**src/rtl/wlu_pkg.sv**
```systemverilog
package wlu_pkg;
  typedef enum logic [0:0] {
    ORD_BIG    = 1'b0,
    ORD_LITTLE = 1'b1
  } byte_order_e;

  // Per-load control carried down the pipeline next to the data.
  typedef struct packed {
    logic cacheable;
    logic misalign;
    logic swap;
  } ld_flags_t;
endpackage

```
**src/rtl/wlu_issue_ctl.sv**
```systemverilog
module wlu_issue_ctl
  import wlu_pkg::*;
#(
  parameter int ADDR_W  = 32,
  parameter int SLOT_W  = 3,
  parameter int SLOT_LO = 4,
  parameter int SLOT_HI = 5,
  parameter int LANES   = 4
) (
  input  logic                    accept,
  input  logic                    guard_bit,
  input  logic [SLOT_W-1:0]       slot,
  input  logic [ADDR_W-1:0]       addr,
  input  logic                    order,
  input  logic                    cacheable,
  input  logic [ADDR_W-1:0]       ap_base,
  input  logic [ADDR_W-1:0]       ap_limit,
  output logic                    go,
  output logic                    slot_bad,
  output ld_flags_t               flags,
  output logic [LANES*ADDR_W-1:0] lane_addr
);
  localparam int OFS_W = $clog2(LANES);

  logic        slot_ok;
  logic        in_aperture;
  byte_order_e ord;

  assign ord         = byte_order_e'(order);
  assign slot_ok     = (slot == SLOT_W'(SLOT_LO)) || (slot == SLOT_W'(SLOT_HI));
  assign in_aperture = (addr >= ap_base) && (addr <= ap_limit);

  assign go       = accept && guard_bit && slot_ok;
  assign slot_bad = accept && !slot_ok;

  assign flags.cacheable = cacheable;
  assign flags.misalign  = |addr[OFS_W-1:0];
  assign flags.swap      = (ord == ORD_LITTLE) && !in_aperture;

  for (genvar i = 0; i < LANES; i++) begin : g_lane
    assign lane_addr[i*ADDR_W +: ADDR_W] = addr + ADDR_W'(i);
  end
endmodule

```
**src/rtl/wlu_lane_steer.sv**
```systemverilog
module wlu_lane_steer #(
  parameter int LANES = 4
) (
  input  logic [LANES*8-1:0] raw,
  input  logic               swap,
  output logic [LANES*8-1:0] word
);
  // Result byte k takes lane (LANES-1-k) XOR (swap ? LANES-1 : 0).
  for (genvar k = 0; k < LANES; k++) begin : g_byte
    localparam int BIG_SRC = LANES - 1 - k;
    localparam int LIT_SRC = BIG_SRC ^ (LANES - 1);
    assign word[k*8 +: 8] = swap ? raw[LIT_SRC*8 +: 8] : raw[BIG_SRC*8 +: 8];
  end
endmodule

```
**src/rtl/wload_unit.sv**
```systemverilog
module wload_unit
  import wlu_pkg::*;
#(
  parameter int ADDR_W  = 32,
  parameter int DEST_W  = 7,
  parameter int SLOT_W  = 3,
  parameter int SLOT_LO = 4,
  parameter int SLOT_HI = 5
) (
  input  logic                clk,
  input  logic                rst,
  input  logic                iss_valid,
  output logic                iss_ready,
  input  logic [31:0]         iss_guard,
  input  logic [SLOT_W-1:0]   iss_slot,
  input  logic [ADDR_W-1:0]   iss_addr,
  input  logic [DEST_W-1:0]   iss_dest,
  input  logic                iss_order,
  input  logic                iss_cacheable,
  input  logic [ADDR_W-1:0]   mmio_base,
  input  logic [ADDR_W-1:0]   mmio_limit,
  output logic                mem_req,
  output logic [4*ADDR_W-1:0] mem_addr,
  input  logic [31:0]         mem_rdata,
  output logic                wb_valid,
  output logic [DEST_W-1:0]   wb_dest,
  output logic [31:0]         wb_data,
  output logic                cache_upd,
  output logic                slot_err,
  output logic                dbg_misalign
);
  localparam int LANES  = 4;
  localparam int WORD_W = LANES * 8;

  logic      accept;
  logic      go;
  logic      slot_bad;
  ld_flags_t iss_flags;
  logic      guard_unused;

  assign iss_ready    = !rst;
  assign accept       = iss_valid && iss_ready;
  assign guard_unused = ^iss_guard[31:1];

  wlu_issue_ctl #(
    .ADDR_W (ADDR_W),
    .SLOT_W (SLOT_W),
    .SLOT_LO(SLOT_LO),
    .SLOT_HI(SLOT_HI),
    .LANES  (LANES)
  ) u_issue (
    .accept   (accept),
    .guard_bit(iss_guard[0]),
    .slot     (iss_slot),
    .addr     (iss_addr),
    .order    (iss_order),
    .cacheable(iss_cacheable),
    .ap_base  (mmio_base),
    .ap_limit (mmio_limit),
    .go       (go),
    .slot_bad (slot_bad),
    .flags    (iss_flags),
    .lane_addr(mem_addr)
  );

  assign mem_req = go;

  // Stage 1: memory access in flight.
  logic              s1_v;
  logic [DEST_W-1:0] s1_dest;
  ld_flags_t         s1_flags;
  logic              s1_err;

  always_ff @(posedge clk) begin
    if (rst) begin
      s1_v   <= 1'b0;
      s1_err <= 1'b0;
    end else begin
      s1_v   <= go;
      s1_err <= slot_bad;
    end
    if (go) begin
      s1_dest  <= iss_dest;
      s1_flags <= iss_flags;
    end
  end

  assign slot_err = s1_err;

  // Stage 2: bytes returned, steered into a word.
  logic [WORD_W-1:0] steered;

  wlu_lane_steer #(.LANES(LANES)) u_steer (
    .raw (mem_rdata),
    .swap(s1_flags.swap),
    .word(steered)
  );

  logic              s2_v;
  logic [DEST_W-1:0] s2_dest;
  ld_flags_t         s2_flags;
  logic [WORD_W-1:0] s2_word;

  always_ff @(posedge clk) begin
    if (rst) s2_v <= 1'b0;
    else     s2_v <= s1_v;
    if (s1_v) begin
      s2_dest  <= s1_dest;
      s2_flags <= s1_flags;
      s2_word  <= steered;
    end
  end

  // Stage 3: writeback registers.
  logic s3_v;
  logic s3_cache;
  logic s3_mis;

  always_ff @(posedge clk) begin
    if (rst) begin
      s3_v     <= 1'b0;
      s3_cache <= 1'b0;
      s3_mis   <= 1'b0;
    end else begin
      s3_v     <= s2_v;
      s3_cache <= s2_v && s2_flags.cacheable;
      s3_mis   <= s2_v && s2_flags.misalign;
    end
    if (s2_v) begin
      wb_dest <= s2_dest;
      wb_data <= s2_word;
    end
  end

  assign wb_valid     = s3_v;
  assign cache_upd    = s3_cache;
  assign dbg_misalign = s3_mis;
endmodule

```
**config.mk**
```make
export PLATFORM = sky130hd
export DESIGN_NAME = wload_unit
export DESIGN_NICKNAME = d
export VERILOG_FILES = /design/src/rtl/wlu_pkg.sv /design/src/rtl/wlu_issue_ctl.sv /design/src/rtl/wlu_lane_steer.sv /design/src/rtl/wload_unit.sv
export SDC_FILE = /design/constraint.sdc
export NUM_CORES = 1
export LEC_CHECK = 0
export BUFFER_PORTS_ARGS = -buffer_cell sky130_fd_sc_hd__buf_2
export CAP_MARGIN = 40
export CORE_AREA = 2 2 134 136
export CTS_CLUSTER_SIZE = 14
export DETAILED_ROUTE_END_ITERATION = 16
export DIE_AREA = 0 0 136 138
export HOLD_SLACK_MARGIN = 0.06
export PLACE_DENSITY = 0.79
export SLEW_MARGIN = 10
export SYNTH_ARGS = -nofsm -noshare
export SYNTH_HDL_FRONTEND = slang
export SYNTH_SLANG_ARGS = --single-unit
```
**constraint.sdc**
```tcl
create_clock -name clk -period 4.99 [get_ports clk]
set_input_delay 0.2495 -clock clk [delete_from_list [all_inputs] [get_ports clk]]
set_output_delay 0.2495 -clock clk [all_outputs]
set_load 0.03 [all_outputs]
```
# Yosys cells after proc, flatten, opt, wreduce, memory -nomap -nowiden
# Cells that the tools add are included.
[totals]
input_bits = 175
regBits = 96
out_inout_bits = 173
[op_classes]
reduce_logical = 13
n_eq_ne = 2
addsub = 3
magnitude_cmp = 2
muxes = 4
[ops]
columns = ["cell", "count"]
rows = [
  ["32-bit by 2-bit adder with 32-bit output (second input constant)", 2],
  ["32-bit by 1-bit adder with 32-bit output (second input constant)", 1],
  ["32-bit >= comparator", 1],
  ["32-bit less-or-equal comparator", 1],
  ["8-bit 2-to-1 mux", 4],
  ["1-bit logical AND", 8],
  ["3-bit equality test (second input constant)", 2],
  ["1-bit zero test", 3],
  ["2-bit OR reduction", 1],
  ["1-bit logical OR", 1],
]

# Longest topological paths before layout
# Gate-level depths: netlist (run 1).
[depth]
ltp_word = 4
mapped_depth = 9

# By module
# From an unflattened synthesis (run 1), not the netlist that was laid out.
[hier_totals]
cells_unflattened = 668
hier_area_um2 = 7236.9
[modules_own_cells]
columns = ["mod", "seq_area_each_um2", "n_inst", "area_per_inst_um2", "cells_each"]
rows = [
  ["wlu_issue_ctl", 0.0, 1, 3802.4, 528],
  ["wload_unit", 2822.7, 1, 2890.3, 104],
  ["wlu_lane_steer", 0.0, 1, 544.3, 36],
]

# Least setup slack after synthesis (run 1)
# OpenSTA, ideal clock, no wires.
[synth_timing]
kind = "input to output"
startpoint = "input port iss_addr[0]"
endpoint = "output port mem_addr[112]"
t_required_ns = 4.740
setup_slack_ns = 2.661
arrival_time_ns = 2.080
path_stages = 6
path_cell_list = "buf_2 -> inv_1 -> ha_1 -> nor4_4 -> nand2_1 -> xnor2_1"
[synth_via]
elab_chain_len = 1
[synth_rtl]
columns = ["item", "line_no", "text"]
rows = [
  ["start: declaration", "wload_unit.sv:16", "input logic [ADDR_W-1:0] iss_addr,"],
  ["32-bit by 2-bit adder with 32-bit output", "wlu_issue_ctl.sv:41", "assign lane_addr[i*ADDR_W +: ADDR_W] = addr + ADDR_W'(i);"],
  ["end: declaration", "wload_unit.sv:23", "output logic [4*ADDR_W-1:0] mem_addr,"],
]
# No other way between the ends.

# Worst setup path after layout (run 1)
[layout_timing]
startpoint = "input port iss_addr[2]"
endpoint = "output port mem_addr[95]"
# Same word-level chain as after synthesis.

==> reports/qor.txt, run 1 <==
Status: finished, final reports clean
Fin. max-slew vios: 0
Total track usage: 21.2%
Hold Crit Class: input port to register
Power per Cell Area: 240 mW/mm^2
Most common cell after layout, fill and taps aside: buf_2
Worst Path Max Fanout: 11
CTS root buffer: clkbuf_16
Crit. End Element: output pin
GRT overflow: 0
Core area: 0.0175 sq mm
# port buffers: 315
CTS Buf Count: 9
WHS: 0.0879 ns
Ys Warns: 0
Fin. Hold Viols: 0
F_max: 380 MHz
Antenna violations before repair: 1
EDFF count, synth: 90
Die Wd: 136 um
Setup Fix Bufs, Post-CTS: 0
CTS tree: done
Top cell type by total area after synthesis: edfxtp_1
Clock slew at reported path FFs: 0.06 ns
Worst-Skew Late Latency: 0.34 ns
Starting density of the core: 39.3%
Power Total: 2.09 mW
Wire length per cell: 18.2 um
Fin nets: 1,165
Number of max-cap violations: 0
CTS resizes: 0
Post-synth net total: 898
Clk sinks: 96
Top FF cell, synth: edfxtp_1
Htree depth: 3
First-pass detailed-route iteration total: 4
Layout cell share with drive strength beyond 1: 41.8%
Post-CTS Hold Buffers: 0
Layout area overhead: 26.2%
Vias/cell: 5.02
Maximum VDD drop: 0.274 mV
Final setup vio count: 0
Yosys top cell area share: 39.2%
Vias in the first global route: 5,533
Routed WL: 21,000 um
Die height: 138 um
Critical Path Start Type: input port
Number of fill cells in the layout: 1,588
Period utilization: 52.8%
Vias: 5,799
RSZ-0062 raised after global routing: no
Largest net degree at the start of global routing: 40
Yosys reg bits: 96
Clock skew: 0.00894 ns
Synth Area per Inst: 10.5 sq um
Ant. Diodes: 0
DR iter-0 viols: 296
Most frequent cells in the layout: 315 x buf_2, 90 x edfxtp_1, 72 x inv_1
DRC viols: 0
Static leakage: 4.07 nW
Remaining antenna violation count: 0
Top post-synthesis cells by area: edfxtp_1 39%, ha_1 13%, xnor2_1 7.4%
Post-Syn Area: 0.00689 sq mm
Max Root-Sink Buffers: 2
Top Ports: 348
Tmin final: 2.63 ns
Crit path required time: 4.74 ns
Seq/Total Area, Yosys: 41.0%
Setup slack after layout: 2.36 ns
Critical Path AT: 2.39 ns
First-pass GRT wire length: 30,200 um
CP Class: input port to output pin
Post-place setup slack: 2.41 ns
Die area: 0.0188 sq mm
Setup TNS: 0 ns
GP Congestion: 0.874
Async set or reset register ratio after synthesis: 0%
Cell row count: 49
Slew headroom: 55.8%
Least-Margin Pin Slew: 0.658 ns
DP HPWL: 17,000 um
Mapped Cells: 654
Post-synthesis cell type count: 51
-- cell type report --
cell class / instances / area, sq um / share of cell area, %
tap: 229 / 287 / 3.30
timing repair buffer: 318 / 1610 / 18.5
sequential: 96 / 2820 / 32.5
multi-input combinational: 424 / 3390 / 39.0
clock buffer: 9 / 225 / 2.59
inverter: 72 / 270 / 3.11
clock inverter: 7 / 82.6 / 0.950
-- registers in the layout (all words and copies together), names as in the netlist --
name and flops:
slot_err 1, s2_dest 7, s1_dest 7, s2_word 32, wb_valid 1, wb_data 32, dbg_misalign 1, wb_dest 7
cache_upd 1, s2_flags 2, s1_flags 3, s2_v 1, s1_v 1
-- critical path: stages --
cell and delay, ns:
buf_2 0.25, ha_1 0.37, nand3_1 0.41, nor3_4 0.50
nand2_1 0.15, xnor2_1 0.20, buf_2 0.25
-- final timing paths --
kind,startpoint,to,slack [ns],cells after the start
setup reg to reg,s1_flags[0],s2_word[2],3.32,2
hold / removal,iss_dest[6],s1_dest[6],0.09,1
setup / recovery,iss_addr[2],mem_addr[95],2.36,7
hold reg to reg,s1_dest[3],s2_dest[3],0.42,0
-- layer usage --
metal  vias up  track usage (%)  part of all wire, %  routed length [um]
met5         -                0                0.062                  13
met4         2             6.30                  2.1                 443
met3        29             3.67                  7.3                1540
met2       282             38.6                   51               10800
met1      2722             25.2                   39                8240
li1       2764                -                    -                   -
-- kinds of logic after synthesis --
| family | after synthesis | synth area share, % |
|---|---|---|
| compound gates | 51 | 4.58 |
| xor+xnor | 89 | 11.3 |
| fa+ha+maj | 69 | 12.5 |
| buf+inv | 134 | 9.81 |
| flops | 96 | 41.0 |
| mux | 33 | 5.40 |
| simple gates | 182 | 15.4 |
-- stage by stage --
step	instance area, sq um	util [%]	cells
3_5_place_dp	8380	47.8	1139
6_report	8690	49.6	1155
2_1_floorplan	6890	-	654
5_1_grt	8690	49.6	1155
3_3_place_gp	8360	47.7	1138
4_1_cts	8690	49.6	1155
-- synthesized netlist by cell type, types with 9 or more instances --
cell and instances:
mux2_2 33, buf_4 42, nor2_1 25, buf_2 10, a21oi_1 21, inv_1 72, nand4_1 21, xnor2_1 58
edfxtp_1 90, nand3_1 17, a21o_1 10, xor2_1 31, ha_1 69, nand2_1 62, o21ai_0 9
-- report_power, final --
part | internal (mW) | switching [mW] | leakage [nW]
Combinational | 0.176 | 0.333 | 3.06
Sequential | 0.885 | 0.00342 | 0.861
Clock | 0.398 | 0.295 | 0.150
Total | 1.46 | 0.631 | 4.07
No activity file was read; power rests on OpenSTA's default activity.
==> run 2, diff against run 1 <==
- CORE_AREA: 2 2 134 136 -> 2 2 136 138
- DIE_AREA: 0 0 136 138 -> 0 0 138 140
- PLACE_DENSITY: 0.79 -> 0.78
- clock period: 4.99 -> 2.45 ns (I/O delays scaled with it)
==> reports/qor.txt, run 2 (synthesis results as in run 1) <==
Wire length per cell: 18.0 um (was 18.2 um)
Power per Cell Area: 486 mW/mm^2 (was 240 mW/mm^2)
CTS tree: done (unchanged)
F_max: 450 MHz
Least-Margin Pin Slew: 0.670 ns (was 0.658 ns)
Top Ports: 348 (unchanged)
Htree depth: 3 (unchanged)
Critical Path Start Type: input port (unchanged)
Setup Fix Bufs, Post-CTS: 0 (unchanged)
Routed WL: 21,300 um (was 21,000 um)
Reg power frac: 41.8% (was 42.5%)
Ant. Diodes: 0 (unchanged)
CP max stage cell: nor3_2 (was nor3_4)
Final setup vio count: 0 (unchanged)
DP HPWL: 17,400 um (was 17,000 um)
Vias in the first global route: 5,700 (was 5,533)
# port buffers: 315 (unchanged)
Net switching power figure: 1.25 mW (was 0.631 mW)
Largest net degree at the start of global routing: 41 (was 40)
Antenna violations before repair: 0 (was 1)
Period utilization: 90.6%
CTS root buffer: clkbuf_16 (unchanged)
CP Cell Sequence: buf_2, ha_1, nand3_1, nor3_2, nand2_1, xnor2_1, buf_2 (was buf_2, ha_1, nand3_1, nor3_4, nand2_1, xnor2_1, buf_2)
Layout cell share with drive strength beyond 1: 42.3% (was 41.8%)
Combinational Power Share: 24.6% (was 24.4%)
Sw Share: 28.9% (was 30.2%)
RSZ-0062 raised after global routing: no (unchanged)
Crit-path most repeated cell: buf_2 (unchanged)
Remaining antenna violation count: 0 (unchanged)
Clk sinks: 96 (unchanged)
Internal power: 3.08 mW (was 1.46 mW)
Slew headroom: 55.3% (was 55.8%)
Max Root-Sink Buffers: 2 (unchanged)
Clock skew: 0.0104 ns (was 0.00894 ns)
CTS Buf Count: 9 (unchanged)
Total track usage: 21.4% (was 21.2%)
Most frequent cells in the layout: 315 x buf_2, 90 x edfxtp_1, 72 x inv_1 (unchanged)
GP Congestion: 0.883 (was 0.874)
Die Wd: 138 um (was 136 um)
Number of max-cap violations: 0 (unchanged)
Crit. End Element: output pin (unchanged)
CP Class: input port to output pin (unchanged)
Layout area overhead: 29.5% (was 26.2%)
Vias: 5,896 (was 5,799)
Hold Crit Class: input port to register (unchanged)
Core area: 0.0178 sq mm (was 0.0175 sq mm)
First-pass GRT wire length: 32,000 um (was 30,200 um)
Fin nets: 1,190 (was 1,165)
Cell row count: 49 (unchanged)
Fin. max-slew vios: 0 (unchanged)
Maximum VDD drop: 0.517 mV (was 0.274 mV)
Power Total: 4.33 mW (was 2.09 mW)
GRT overflow: 0 (unchanged)
Starting density of the core: 38.7% (was 39.3%)
Status: finished, final reports clean (unchanged)
Crit path required time: 2.33 ns (was 4.74 ns)
Clock slew at reported path FFs: 0.07 ns (was 0.06 ns)
Vias/cell: 5.00 (was 5.02)
Die area: 0.0193 sq mm (was 0.0188 sq mm)
DRC viols: 0 (unchanged)
Static leakage: 4.20 nW (was 4.07 nW)
Worst-Skew Late Latency: 0.34 ns (about the same)
Setup TNS: 0 ns (unchanged)
Clock share of power: 33.6% (was 33.1%)
Max incr delay on CP: 0.53 ns (was 0.50 ns)
Bufs and invs on worst path: 2 (unchanged)
Most common cell after layout, fill and taps aside: buf_2 (unchanged)
Die height: 140 um (was 138 um)
Critical Path AT: 2.10 ns (was 2.39 ns)
Top flop regs: s2_word x32, wb_data x32 (unchanged)
Tmin final: 2.22 ns
DR iter-0 viols: 245 (was 296)
First-pass detailed-route iteration total: 4 (unchanged)
Worst Path Max Fanout: 8 (was 11)
Cell family with most CP delay: simple AND/OR/NAND/NOR gates (unchanged)
Fin. Hold Viols: 0 (unchanged)
==> run 2: power groups by stage <==
stage / clock, mW / combinational, mW / sequential, mW
floorplan: 0 / 0.679 / 1.85
global placement: 0 / 1.03 / 1.84
detailed placement: 0 / 1.05 / 1.84
CTS: 1.48 / 1.07 / 1.81
global route: 1.55 / 1.15 / 1.81
finish: 1.46 / 1.06 / 1.81
==> run 2: final timing paths <==
| path | start | to | slack [ns] | cells after the start |
|---|---|---|---|---|
| max | iss_addr[1] | mem_addr[89] | 0.23 | 7 |
| min | iss_valid | slot_err | 0.08 | 2 |
| max reg2reg | s1_flags[0] | s2_word[25] | 1.11 | 2 |
| min reg2reg | s2_word[8] | wb_data[8] | 0.41 | 0 |
==> run 2: cell type report <==
cell class | instances | area, sq um
clock buffer | 9 | 225
clock inverter | 7 | 91.3
fill | 1614 | 8860
inverter | 72 | 270
multi-input combinational | 424 | 3390
sequential | 96 | 2820
tap | 229 | 287
timing repair buffer | 343 | 1830
==> run 2: through the flow <==
stage	cells	cell area [sq um]	utilization, %	worst slack [ns]	hold slack, ns
after global routing	1180	8910	50.1	0.0443	0.0883
after global placement	1154	8480	47.7	0.296	0.300
after detailed placement	1155	8510	47.9	0.236	0.301
final	1180	8910	50.1	0.229	0.0784
after CTS	1180	8910	50.1	0.204	0.0734
after floorplan	654	6890	-	0.343	0.194
==> run 2: layer usage <==
metal  part of all wire [%]  track usage, %  up-vias
met5                      0               0        -
met4                    1.4            5.59        0
met3                    6.5            3.35       17
met2                     53            40.6      288
met1                     39            25.2     2772
li1                       -               -     2819
==> run 2: timing repair <==
item,in CTS,in global routing
hold buffers,9,0
hold endpoints to repair,11,0
gates resized for setup,0,0
==> run 3, diff against run 2 <==
- CELL_PAD_IN_SITES_DETAIL_PLACEMENT: default -> 0
- CELL_PAD_IN_SITES_GLOBAL_PLACEMENT: default -> 2
- CORE_AREA: 2 2 136 138 -> default
- CORE_UTILIZATION: default -> 27
- DIE_AREA: 0 0 138 140 -> default
- PLACE_DENSITY: 0.78 -> default
- PLACE_DENSITY_LB_ADDON: default -> 0.1
==> reports/qor.txt, run 3 (synthesis results as in run 1) <==
Max Root-Sink Buffers: 2 (unchanged)
Die height: 162 um (was 140 um)
Worst r2r src: s1_flags[0] (unchanged)
Hold Crit Class: input port to register (unchanged)
Crit path required time: 2.33 ns (about the same)
Worst Path Max Fanout: 9 (was 8)
Tmin final: 2.12 ns (was 2.22 ns)
First-pass detailed-route iteration total: 7 (was 4)
Power Total: 4.27 mW (was 4.33 mW)
Sw Share: 29.9% (was 28.9%)
Critical Path Start Type: input port (unchanged)
F_max: 473 MHz (was 450 MHz)
Fin nets: 1,197 (was 1,190)
CTS tree: done (unchanged)
Power per Cell Area: 471 mW/mm^2 (was 486 mW/mm^2)
Vias in the first global route: 5,596 (was 5,700)
Most frequent cells in the layout: 315 x buf_2, 90 x edfxtp_1, 72 x inv_1 (unchanged)
Clock slew at reported path FFs: 0.07 ns (about the same)
Net switching power figure: 1.28 mW (was 1.25 mW)
Number of max-cap violations: 0 (unchanged)
Vias/cell: 4.34 (was 5.00)
Internal power: 2.99 mW (was 3.08 mW)
Clock skew: 0.0126 ns (was 0.0104 ns)
CTS root buffer: clkbuf_16 (unchanged)
Wire length per cell: 16.9 um (was 18.0 um)
DP HPWL: 18,200 um (was 17,400 um)
Setup slack, reg-to-reg: 1.09 ns (was 1.11 ns)
# port buffers: 315 (unchanged)
CP Class: input port to output pin (unchanged)
Combinational Power Share: 24.9% (was 24.6%)
Slew headroom: 62.1% (was 55.3%)
Critical Path AT: 1.99 ns (was 2.10 ns)
DR iter-0 viols: 238 (was 245)
GRT overflow: 0 (unchanged)
Die Wd: 162 um (was 138 um)
Least-Margin Pin Slew: 0.569 ns (was 0.670 ns)
Fin. Hold Viols: 0 (unchanged)
Total track usage: 16.7% (was 21.4%)
Routed WL: 21,800 um (was 21,300 um)
Starting density of the core: 27.4% (was 38.7%)
Final setup vio count: 0 (unchanged)
Static leakage: 4.21 nW (was 4.20 nW)
Remaining antenna violation count: 0 (unchanged)
Core area: 0.0251 sq mm (was 0.0178 sq mm)
Clock share of power: 32.7% (was 33.6%)
Vias: 5,610 (was 5,896)
Maximum VDD drop: 0.394 mV (was 0.517 mV)
Fin. max-slew vios: 0 (unchanged)
Post-route cell area: 0.00907 sq mm (was 0.00891 sq mm)
Die area: 0.0261 sq mm (was 0.0193 sq mm)
CTS Buf Count: 9 (unchanged)
GP Congestion: 0.774 (was 0.883)
Top Ports: 348 (unchanged)
Layout area overhead: 31.8% (was 29.5%)
Crit. End Element: output pin (unchanged)
Dpl cell area: 0.00866 sq mm (was 0.00851 sq mm)
Final Util: 36.1% (was 50.1%)
Period utilization: 86.3% (was 90.6%)
Top flop regs: s2_word x32, wb_data x32 (unchanged)
Worst-Skew Late Latency: 0.33 ns (was 0.34 ns)
Number of fill cells in the layout: 2,702 (was 1,614)
RSZ-0062 raised after global routing: no (unchanged)
Setup TNS: 0 ns (unchanged)
First-pass GRT wire length: 32,900 um (was 32,000 um)
DRC viols: 0 (unchanged)
Reg power frac: 42.3% (was 41.8%)
Most common cell after layout, fill and taps aside: buf_2 (unchanged)
Hold wc startpoint: mem_rdata[17] (was iss_valid)
Antenna violations before repair: 4 (was 0)
CTS resizes: 0 (unchanged)
Cell row count: 58 (was 49)
Clk sinks: 96 (unchanged)
Htree depth: 3 (unchanged)
Largest net degree at the start of global routing: 33 (was 41)
Status: finished, final reports clean (unchanged)
Layout cell share with drive strength beyond 1: 42.7% (was 42.3%)
Critical Path Start: iss_addr[5] (was iss_addr[1])
-- run 3: changes by cell type in the layout (fill, tap and decap cells not counted), sizes merged --
cell         delta
dlygate4sd3     +1
clkinvlp        +2
diode           +4
clkbuf          +1
bufinv          -1
clkinv          -3
buf             +6
inv             +1
-- run 3: path summary, 6_finish.rpt --
kind              depth (start not counted)      endpoint
setup reg to reg                          2   s2_word[31]
hold reg to reg                           0    wb_dest[6]
setup / recovery                          8  mem_addr[61]
hold / removal                            2    s2_word[9]
-- run 3: final cells by class --
type / count / area, sq um / area share [%]
multi-input cells: 424 / 3390 / 37.3
flip-flops and latches: 96 / 2830 / 31.1
repair buffers: 350 / 1860 / 20.5
well taps: 330 / 413 / 4.55
inverters: 72 / 270 / 2.98
clock buffers: 10 / 229 / 2.52
clock inverters: 6 / 73.8 / 0.814
diodes: 4 / 10.0 / 0.110
-- run 3: timing repair --
item                                   4_1_cts  5_1_grt
endpoints found under the hold margin       11        0
buffers inserted                             0        0
hold buffers                                10        0
-- run 3: per-stage QoR --
step	instances	setup WS (ns)	hold WS (ns)
6_report	1292	0.334	0.101
2_1_floorplan	654	0.343	0.194
5_1_grt	1290	0.0922	0.0832
3_3_place_gp	1262	0.246	0.300
3_5_place_dp	1262	0.209	0.301
4_1_cts	1288	0.267	0.0884
-- run 3: power groups by stage --
stage	sequential (mW)	combinational, mW	clock, mW
finish	1.81	1.07	1.40
global placement	1.84	1.07	0
detailed placement	1.84	1.07	0
floorplan	1.85	0.679	0
global route	1.81	1.17	1.52
CTS	1.81	1.09	1.45
-- run 3: layer usage --
layer,track usage (%),wire length (um)
met1,20.4,9100
met2,29.7,10800
met3,4.03,1650
met4,3.39,199
met5,0,13
-- run 3: critical path, stage by stage --
cell and delay (ns):
buf_2 0.09, buf_4 0.19, nand4_4 0.15, or2_1 0.43, nor4_4 0.50, nand2_1 0.12
xnor2_1 0.15, buf_2 0.24
